$ cat src/rtl/dwc_pkg.sv
package dwc_pkg;

    typedef enum logic [0:0] {
        ST_IDLE = 1'b0,
        ST_FILL = 1'b1
    } dwc_state_e;

endpackage

$ cat src/rtl/dwc_tag_store.sv
module dwc_tag_store #(
    parameter int IDX_W = 4,
    parameter int TAG_W = 4
) (
    input  logic             clk,
    input  logic             rst,
    input  logic [IDX_W-1:0] lk_idx,
    input  logic [TAG_W-1:0] lk_tag,
    output logic             lk_hit,
    input  logic             upd_en,
    input  logic [IDX_W-1:0] upd_idx,
    input  logic [TAG_W-1:0] upd_tag
);
    localparam int SETS = 1 << IDX_W;

    logic [SETS-1:0]  line_vld;
    logic [TAG_W-1:0] line_tag [SETS];

    assign lk_hit = line_vld[lk_idx] && (line_tag[lk_idx] == lk_tag);

    always_ff @(posedge clk) begin
        if (rst) begin
            line_vld <= '0;
        end else if (upd_en) begin
            line_vld[upd_idx] <= 1'b1;
        end
    end

    always_ff @(posedge clk) begin
        if (upd_en) begin
            line_tag[upd_idx] <= upd_tag;
        end
    end

    a_r3_fill_makes_resident: assert property (@(posedge clk) disable iff (rst)
        upd_en |=> line_vld[$past(upd_idx)]);

endmodule

$ cat src/rtl/dwc_data_store.sv
module dwc_data_store #(
    parameter int IDX_W  = 4,
    parameter int OFF_W  = 2,
    parameter int DATA_W = 32
) (
    input  logic              clk,
    input  logic [IDX_W-1:0]  rd_idx,
    input  logic [OFF_W-1:0]  rd_off,
    output logic [DATA_W-1:0] rd_data,
    input  logic              wr_en,
    input  logic [IDX_W-1:0]  wr_idx,
    input  logic [OFF_W-1:0]  wr_off,
    input  logic [DATA_W-1:0] wr_data
);
    localparam int WORDS = 1 << (IDX_W + OFF_W);

    logic [DATA_W-1:0] arr [WORDS];

    assign rd_data = arr[{rd_idx, rd_off}];

    always_ff @(posedge clk) begin
        if (wr_en) begin
            arr[{wr_idx, wr_off}] <= wr_data;
        end
    end

endmodule

$ cat src/rtl/dwc_delay_buf.sv
module dwc_delay_buf #(
    parameter int IDX_W  = 4,
    parameter int OFF_W  = 2,
    parameter int DATA_W = 32
) (
    input  logic              clk,
    input  logic              rst,
    input  logic              load,
    input  logic [IDX_W-1:0]  ld_idx,
    input  logic [OFF_W-1:0]  ld_off,
    input  logic [DATA_W-1:0] ld_data,
    input  logic              drain,
    input  logic [IDX_W-1:0]  chk_idx,
    input  logic [OFF_W-1:0]  chk_off,
    output logic              fwd_hit,
    output logic              q_valid,
    output logic [IDX_W-1:0]  q_idx,
    output logic [OFF_W-1:0]  q_off,
    output logic [DATA_W-1:0] q_data
);
    assign fwd_hit = q_valid && (q_idx == chk_idx) && (q_off == chk_off);

    always_ff @(posedge clk) begin
        if (rst) begin
            q_valid <= 1'b0;
        end else if (load) begin
            q_valid <= 1'b1;
        end else if (drain) begin
            q_valid <= 1'b0;
        end
    end

    always_ff @(posedge clk) begin
        if (load) begin
            q_idx  <= ld_idx;
            q_off  <= ld_off;
            q_data <= ld_data;
        end
    end

    a_r5_park_on_load: assert property (@(posedge clk) disable iff (rst)
        load |=> (q_valid && q_data == $past(ld_data)));

endmodule

$ cat src/rtl/dwc_cache.sv
module dwc_cache
    import dwc_pkg::*;
#(
    parameter int  DATA_W = 32,
    parameter int  IDX_W  = 4,
    parameter int  OFF_W  = 2,
    parameter int  TAG_W  = 4,
    localparam int ADDR_W = TAG_W + IDX_W + OFF_W,
    localparam int LINE_W = TAG_W + IDX_W
) (
    input  logic              clk,
    input  logic              rst,
    input  logic              req_valid,
    input  logic              req_write,
    input  logic [ADDR_W-1:0] req_addr,
    input  logic [DATA_W-1:0] req_wdata,
    output logic              busy,
    output logic              rsp_valid,
    output logic [DATA_W-1:0] rsp_rdata,
    output logic              wt_valid,
    output logic [ADDR_W-1:0] wt_addr,
    output logic [DATA_W-1:0] wt_data,
    output logic              mem_req,
    output logic [LINE_W-1:0] mem_line_addr,
    input  logic              mem_rvalid,
    input  logic [DATA_W-1:0] mem_rdata
);
    dwc_state_e state;

    logic [OFF_W-1:0]  a_off;
    logic [IDX_W-1:0]  a_idx;
    logic [TAG_W-1:0]  a_tag;
    logic              hit;
    logic              acc, wr_hit, rd_hit, rd_miss, commit;
    logic              fill_beat, fill_last;

    logic [TAG_W-1:0]  miss_tag;
    logic [IDX_W-1:0]  miss_idx;
    logic [OFF_W-1:0]  miss_off;
    logic [OFF_W-1:0]  beat;
    logic [DATA_W-1:0] crit_word;

    logic              fwd_hit, dq_valid;
    logic [IDX_W-1:0]  dq_idx;
    logic [OFF_W-1:0]  dq_off;
    logic [DATA_W-1:0] dq_data;

    logic              arr_we;
    logic [IDX_W-1:0]  arr_widx;
    logic [OFF_W-1:0]  arr_woff;
    logic [DATA_W-1:0] arr_wdata, arr_rdata;

    assign {a_tag, a_idx, a_off} = req_addr;
    assign busy    = (state == ST_FILL);
    assign acc     = req_valid && !busy;
    assign wr_hit  = acc && req_write && hit;
    assign rd_hit  = acc && !req_write && hit;
    assign rd_miss = acc && !req_write && !hit;
    assign commit  = dq_valid && (wr_hit || rd_miss);

    assign fill_beat = busy && mem_rvalid;
    assign fill_last = fill_beat && (beat == {OFF_W{1'b1}});

    // Single array write port: fill beats and parked-word commits never overlap.
    always_comb begin
        arr_we    = fill_beat || commit;
        arr_widx  = fill_beat ? miss_idx : dq_idx;
        arr_woff  = fill_beat ? beat : dq_off;
        arr_wdata = fill_beat ? mem_rdata : dq_data;
    end

    dwc_tag_store #(.IDX_W(IDX_W), .TAG_W(TAG_W)) u_tags (
        .clk     (clk),
        .rst     (rst),
        .lk_idx  (a_idx),
        .lk_tag  (a_tag),
        .lk_hit  (hit),
        .upd_en  (fill_last),
        .upd_idx (miss_idx),
        .upd_tag (miss_tag)
    );

    dwc_data_store #(.IDX_W(IDX_W), .OFF_W(OFF_W), .DATA_W(DATA_W)) u_data (
        .clk     (clk),
        .rd_idx  (a_idx),
        .rd_off  (a_off),
        .rd_data (arr_rdata),
        .wr_en   (arr_we),
        .wr_idx  (arr_widx),
        .wr_off  (arr_woff),
        .wr_data (arr_wdata)
    );

    dwc_delay_buf #(.IDX_W(IDX_W), .OFF_W(OFF_W), .DATA_W(DATA_W)) u_dbuf (
        .clk     (clk),
        .rst     (rst),
        .load    (wr_hit),
        .ld_idx  (a_idx),
        .ld_off  (a_off),
        .ld_data (req_wdata),
        .drain   (commit),
        .chk_idx (a_idx),
        .chk_off (a_off),
        .fwd_hit (fwd_hit),
        .q_valid (dq_valid),
        .q_idx   (dq_idx),
        .q_off   (dq_off),
        .q_data  (dq_data)
    );

    always_ff @(posedge clk) begin
        if (rst) begin
            state     <= ST_IDLE;
            rsp_valid <= 1'b0;
            wt_valid  <= 1'b0;
            mem_req   <= 1'b0;
            beat      <= '0;
        end else begin
            rsp_valid <= rd_hit || fill_last;
            wt_valid  <= acc && req_write;
            mem_req   <= rd_miss;
            if (rd_miss) begin
                state <= ST_FILL;
                beat  <= '0;
            end else if (fill_last) begin
                state <= ST_IDLE;
            end
            if (fill_beat) begin
                beat <= beat + 1'b1;
            end
        end
    end

    always_ff @(posedge clk) begin
        if (acc && req_write) begin
            wt_addr <= req_addr;
            wt_data <= req_wdata;
        end
        if (rd_miss) begin
            miss_tag      <= a_tag;
            miss_idx      <= a_idx;
            miss_off      <= a_off;
            mem_line_addr <= {a_tag, a_idx};
        end
        if (fill_beat && beat == miss_off) begin
            crit_word <= mem_rdata;
        end
        if (rd_hit) begin
            rsp_rdata <= fwd_hit ? dq_data : arr_rdata;
        end else if (fill_last) begin
            rsp_rdata <= (beat == miss_off) ? mem_rdata : crit_word;
        end
    end

    a_r4_wt_follows_store: assert property (@(posedge clk) disable iff (rst)
        (req_valid && req_write && !busy) |=> (wt_valid && wt_addr == $past(req_addr)));

    a_r2_hit_answers_next: assert property (@(posedge clk) disable iff (rst)
        rd_hit |=> rsp_valid);

    a_r3_miss_starts_fill: assert property (@(posedge clk) disable iff (rst)
        rd_miss |=> (mem_req && busy && !rsp_valid));

    a_r9_empty_during_fill: assert property (@(posedge clk) disable iff (rst)
        busy |-> !dq_valid);

    a_r7_read_keeps_parked: assert property (@(posedge clk) disable iff (rst)
        rd_hit |=> ($stable(dq_valid) && $stable(dq_data)));

    a_r8_store_miss_keeps_parked: assert property (@(posedge clk) disable iff (rst)
        (acc && req_write && !hit) |=> ($stable(dq_valid) && $stable(dq_data)));

endmodule

$ cat config.mk
export PLATFORM = sky130hd
export DESIGN_NAME = dwc_cache
export DESIGN_NICKNAME = d
export VERILOG_FILES = /design/src/rtl/dwc_pkg.sv /design/src/rtl/dwc_tag_store.sv /design/src/rtl/dwc_data_store.sv /design/src/rtl/dwc_delay_buf.sv /design/src/rtl/dwc_cache.sv
export SDC_FILE = /design/constraint.sdc
export NUM_CORES = 2
export LEC_CHECK = 0
export ABC_AREA = 1
export BUFFER_PORTS_ARGS = -buffer_cell sky130_fd_sc_hd__buf_4
export CORE_MARGIN = 2
export CORE_UTILIZATION = 50
export DETAILED_ROUTE_END_ITERATION = 7
export GPL_ROUTABILITY_DRIVEN = 0
export PLACE_DENSITY_LB_ADDON = 0.15
export SKIP_CTS_REPAIR_TIMING = 1
export SLEW_MARGIN = 5
export SYNTH_ARGS = -nofsm -noshare
export SYNTH_HDL_FRONTEND = slang
export SYNTH_SLANG_ARGS = --single-unit
$ cat constraint.sdc
create_clock -name clk -period 5.95 [get_ports clk]
set_input_delay 0.2975 -clock clk [delete_from_list [all_inputs] [get_ports clk]]
set_output_delay 0.2975 -clock clk [all_outputs]
set_load 0.01 [all_outputs]
==> impl_metrics.py <==
metrics = {
    "layout": {
        "final_cell_count_no_fill": 9925,
        "share_of_final_layout_standard_cells_stronger_than_drive_strength_1_pct": 9.60,
        "fill_cells": 14600,
        "layout.cells.most_common": "sky130_fd_sc_hd__edfxtp_1",
        "layout.cells.most_common_list": "sky130_fd_sc_hd__edfxtp_1, sky130_fd_sc_hd__nand2_1, sky130_fd_sc_hd__nor2_1",
        "area.growth.synth_to_final_pct": 13.4,
        "num-nets-final": 7446,
    },
    "pwr": {
        "power.clock.fraction_pct": 41.1,
        "power.switching_uw": 7720,
        "ir_worst_vdd_v": 0.000286,
        "power.static_leakage_uw": 0.0345,
        "pwr_density_cell_mw_per_mm2": 328,
        "power.share.combinational_pct": 6.4,
        "switching_share_pct": 22.8,
        "cellInternalPower_uw": 26100,
        "flop_pwr_share_pct": 52.4,
    },
    "clock_tree": {
        "tritoncts_clock_tree": "done",
        "cts_made_buffers": 226,
        "tritoncts_num_sinks": 2289,
        "clkSlewWorstSetupHoldPaths_ps": 60,
        "cts-root-buf": "sky130_fd_sc_hd__clkbuf_16",
        "clock_latency_ps": 870,
        "max_h_tree_level": 4,
        "clk_path_buf_depth": 3,
    },
    "route": {
        "num_vias": 60600,
        "drt-initial-drc-count": 8399,
        "route.detailed.vias_per_inst": 6.10,
        "drc": 0,
        "avgRoutedWirePerCell_um": 27.9,
        "drt.antenna.violating_nets": 0,
        "drt-total-wl_um": 277000,
        "first_pass_iters": 8,
    },
    "critical_path": {
        "cp_class": "reg2reg",
        "crit_top_cell": "sky130_fd_sc_hd__nand2_1",
        "critPathCaptureType": "register",
        "r2r.worst_path.cells": 6,
        "r2r_setup_slack_ps": 1440,
        "cp_data_arrival_time_ps": 4980,
        "crit_path_cell_trace": "nand2_4 > o21ai_0 > nand2_1 > nor2_1 > nand2_1 > nor2_4",
        "worstReg2RegEnd": "u_data.arr[3][25]",
        "startpoint_type_of_the_worst_setup_path": "register",
        "crit-reg2reg-launch": "busy",
        "cp_data_required_time_ps": 6420,
        "timing.critical_path.slowest_stage_cell": "sky130_fd_sc_hd__o21ai_0",
        "path_delay_family": "simple AND/OR/NAND/NOR gates",
        "crit_fanout": 39,
        "worst_path_largest_cell_delay_ps": 1070,
        "cp_num_buf_inv": 0,
    },
    "yosys": {
        "yosysSeqAreaShare_pct": 75.3,
        "synth_compound_gate_area_share_pct": 10.2,
        "ys.flop_type": "sky130_fd_sc_hd__edfxtp_1",
        "yosys.area_share.simple_pct": 11.6,
        "synthDistinctLibCells": 31,
        "synth.mux.area_fraction_pct": 0,
        "postSynthRegisterBits": 2289,
        "synthCells": 7246,
        "dominant_combinational_cell_family_by_area_after_synthesis": "simple AND/OR/NAND/NOR gates",
        "syn_nets": 7326,
        "area_share_of_fa_ha_maj_cells_after_synthesis_pct": 0.0138,
        "yosys_warnings": 0,
        "asyncSetResetFlopFracSynth_pct": 0,
        "synthesis.area_per_instance_um2": 12.5,
        "post_synth_edffs": 2266,
        "synth_xor_xnor_area_share_pct": 0.0289,
        "syn_area_mm2": 0.0909,
    },
    "sta": {
        "largest_clock_skew_in_the_final_design_ps": 25.8,
        "worst_pin_slew_ps": 1470,
        "setup_viol_count_final": 0,
        "slew_viol_final": 0,
        "final.period_utilization_pct": 75.8,
        "max_slew_margin_pct": 1.58,
        "clock_period_minus_final_worst_setup_slack_ps": 4510,
        "max_freq_ghz": 0.222,
        "final_hold_viol_count": 0,
        "totalNegativeSetupSlack_ps": 0,
        "unrepaired_setup_endpoints_after_global_routing": "no",
    },
    "global_routing": {
        "number_of_antenna_violations_at_the_first_check_in_global_routing": 8,
        "track_usage_pct": 29.3,
        "first_pass_grt_wire_length_um": 396000,
        "first_global_vias": 56900,
        "largest_net_degree_at_the_start_of_global_routing": 176,
        "globalRoute.totalOverflow": 0,
    },
    "place": {
        "place.detailed.instances": 9430,
        "hpwlAfterDp_um": 156000,
        "port-buffer-count": 164,
    },
    "floorplanning": {
        "row_count": 156,
        "die-height_um": 430,
        "fp.coreArea_mm2": 0.181,
        "io_pins": 165,
        "die_width_um": 430,
        "total_die_area_mm2": 0.185,
        "floorplan.initialDensity_pct": 50.3,
    },
    "worst_hold_path": {
        "worst_hold_path_endpoint": "wt_addr[5]",
        "holdCritPathClass": "in2reg",
        "worst_hold_startpoint": "req_addr[5]",
        "holdPathStages": 2,
    },
    "outcome": {
        "run_status": "complete, but fails checks",
        "violations": "capacitance limit",
    },
    "run": {
        "max-cap-violations": 1,
    },
}
==> area by class of cell <==
class | count | area (um2) | share of cell area [%]
diodes | 2 | 5.00 | 0.00485
clock inverters | 130 | 1110 | 1.07
repair buffers | 388 | 3410 | 3.31
multi-input cells | 4349 | 20700 | 20.1
clock buffers | 285 | 5990 | 5.81
inverters | 112 | 448 | 0.434
well taps | 2370 | 2970 | 2.88
flip-flops and latches | 2289 | 68500 | 66.4
==> how the worst max path moves through the flow <==
stage	from	endpoint	slack, ps	cells after the start
2_1_floorplan	busy	u_data.arr[0][0]	1460	5
3_3_place_gp	req_addr[2]	u_data.arr[51][30]	1400	16
3_5_place_dp	req_addr[2]	u_data.arr[51][9]	1420	16
4_1_cts	busy	u_data.arr[25][25]	1600	8
5_1_grt	req_addr[2]	u_data.arr[15][2]	1390	17
6_report	busy	u_data.arr[3][25]	1440	6
==> routing by layer <==
metal	track usage (%)	part of all wire (%)	wire, um
met2	43.8	45	125000
met1	41.7	40	111000
met5	0	0.0051	14
met4	13.1	4.7	12900
met3	6.21	10	27600
==> worst reg2reg max path: stages (launching register included) <==
cell	delay (ps)
sky130_fd_sc_hd__dfxtp_1	450
sky130_fd_sc_hd__nand2_4	380
sky130_fd_sc_hd__o21ai_0	1090
sky130_fd_sc_hd__nand2_1	210
sky130_fd_sc_hd__nor2_1	790
sky130_fd_sc_hd__nand2_1	290
sky130_fd_sc_hd__nor2_4	890
==> flip-flops by register name (all words and copies together) (netlist names), 4 cells and up <==
register / cells
u_data.arr: 2048
u_tags.line_vld: 16
u_dbuf.q_data: 32
u_tags.line_tag: 64
crit_word: 32
wt_addr: 10
wt_data: 32
rsp_rdata: 32
mem_line_addr: 8
u_dbuf.q_idx: 4
==> through the flow <==
step / util, % / cell area [um2] / hold WS (ps) / total power, uW / worst slack (ps)
global route: 57.1 / 103000 / 140 / 34700 / 1390
finish: 57.1 / 103000 / 159 / 33800 / 1440
CTS: 56.6 / 102000 / -432 / 33800 / 1600
global placement: 52.7 / 95300 / 453 / 20100 / 1400
floorplan: - / 90900 / 367 / 19200 / 1460
detailed placement: 52.7 / 95300 / 459 / 20100 / 1420
==> kinds of logic (layout without fill, tap and decap cells) <==
| family | Yosys count | in the layout |
|---|---|---|
| buf+inv | 608 | 915 |
| simple gates | 2674 | 2674 |
| xor+xnor | 3 | 3 |
| fa+ha+maj | 1 | 1 |
| flops | 2289 | 2289 |
| other cells | 0 | 2 |
| compound gates | 1671 | 1671 |
==> Yosys cell counts, drive strengths merged, types with 7 or more instances <==
cell type,count,area share [%]
nand3,308,1.7
o211ai,26,0.21
o21ai,1122,6.2
nand2,1176,4.9
dfxtp,23,0.51
clkbuf,334,1.4
nor2,1184,5.0
buf,162,0.92
edfxtp,2266,75
a21oi,7,0.039
o221ai,94,0.91
o22ai,419,2.9
inv,108,0.45
==> power by group through the flow <==
stage	logic, uW	clock network [uW]	registers [uW]
after CTS	2090	14000	17700
after detailed placement	2080	0	18100
after global placement	2070	0	18100
after floorplan	1120	0	18100
final	2170	13900	17700
after global routing	2310	14700	17700
Note: power is estimated with default switching activity, not from simulation.
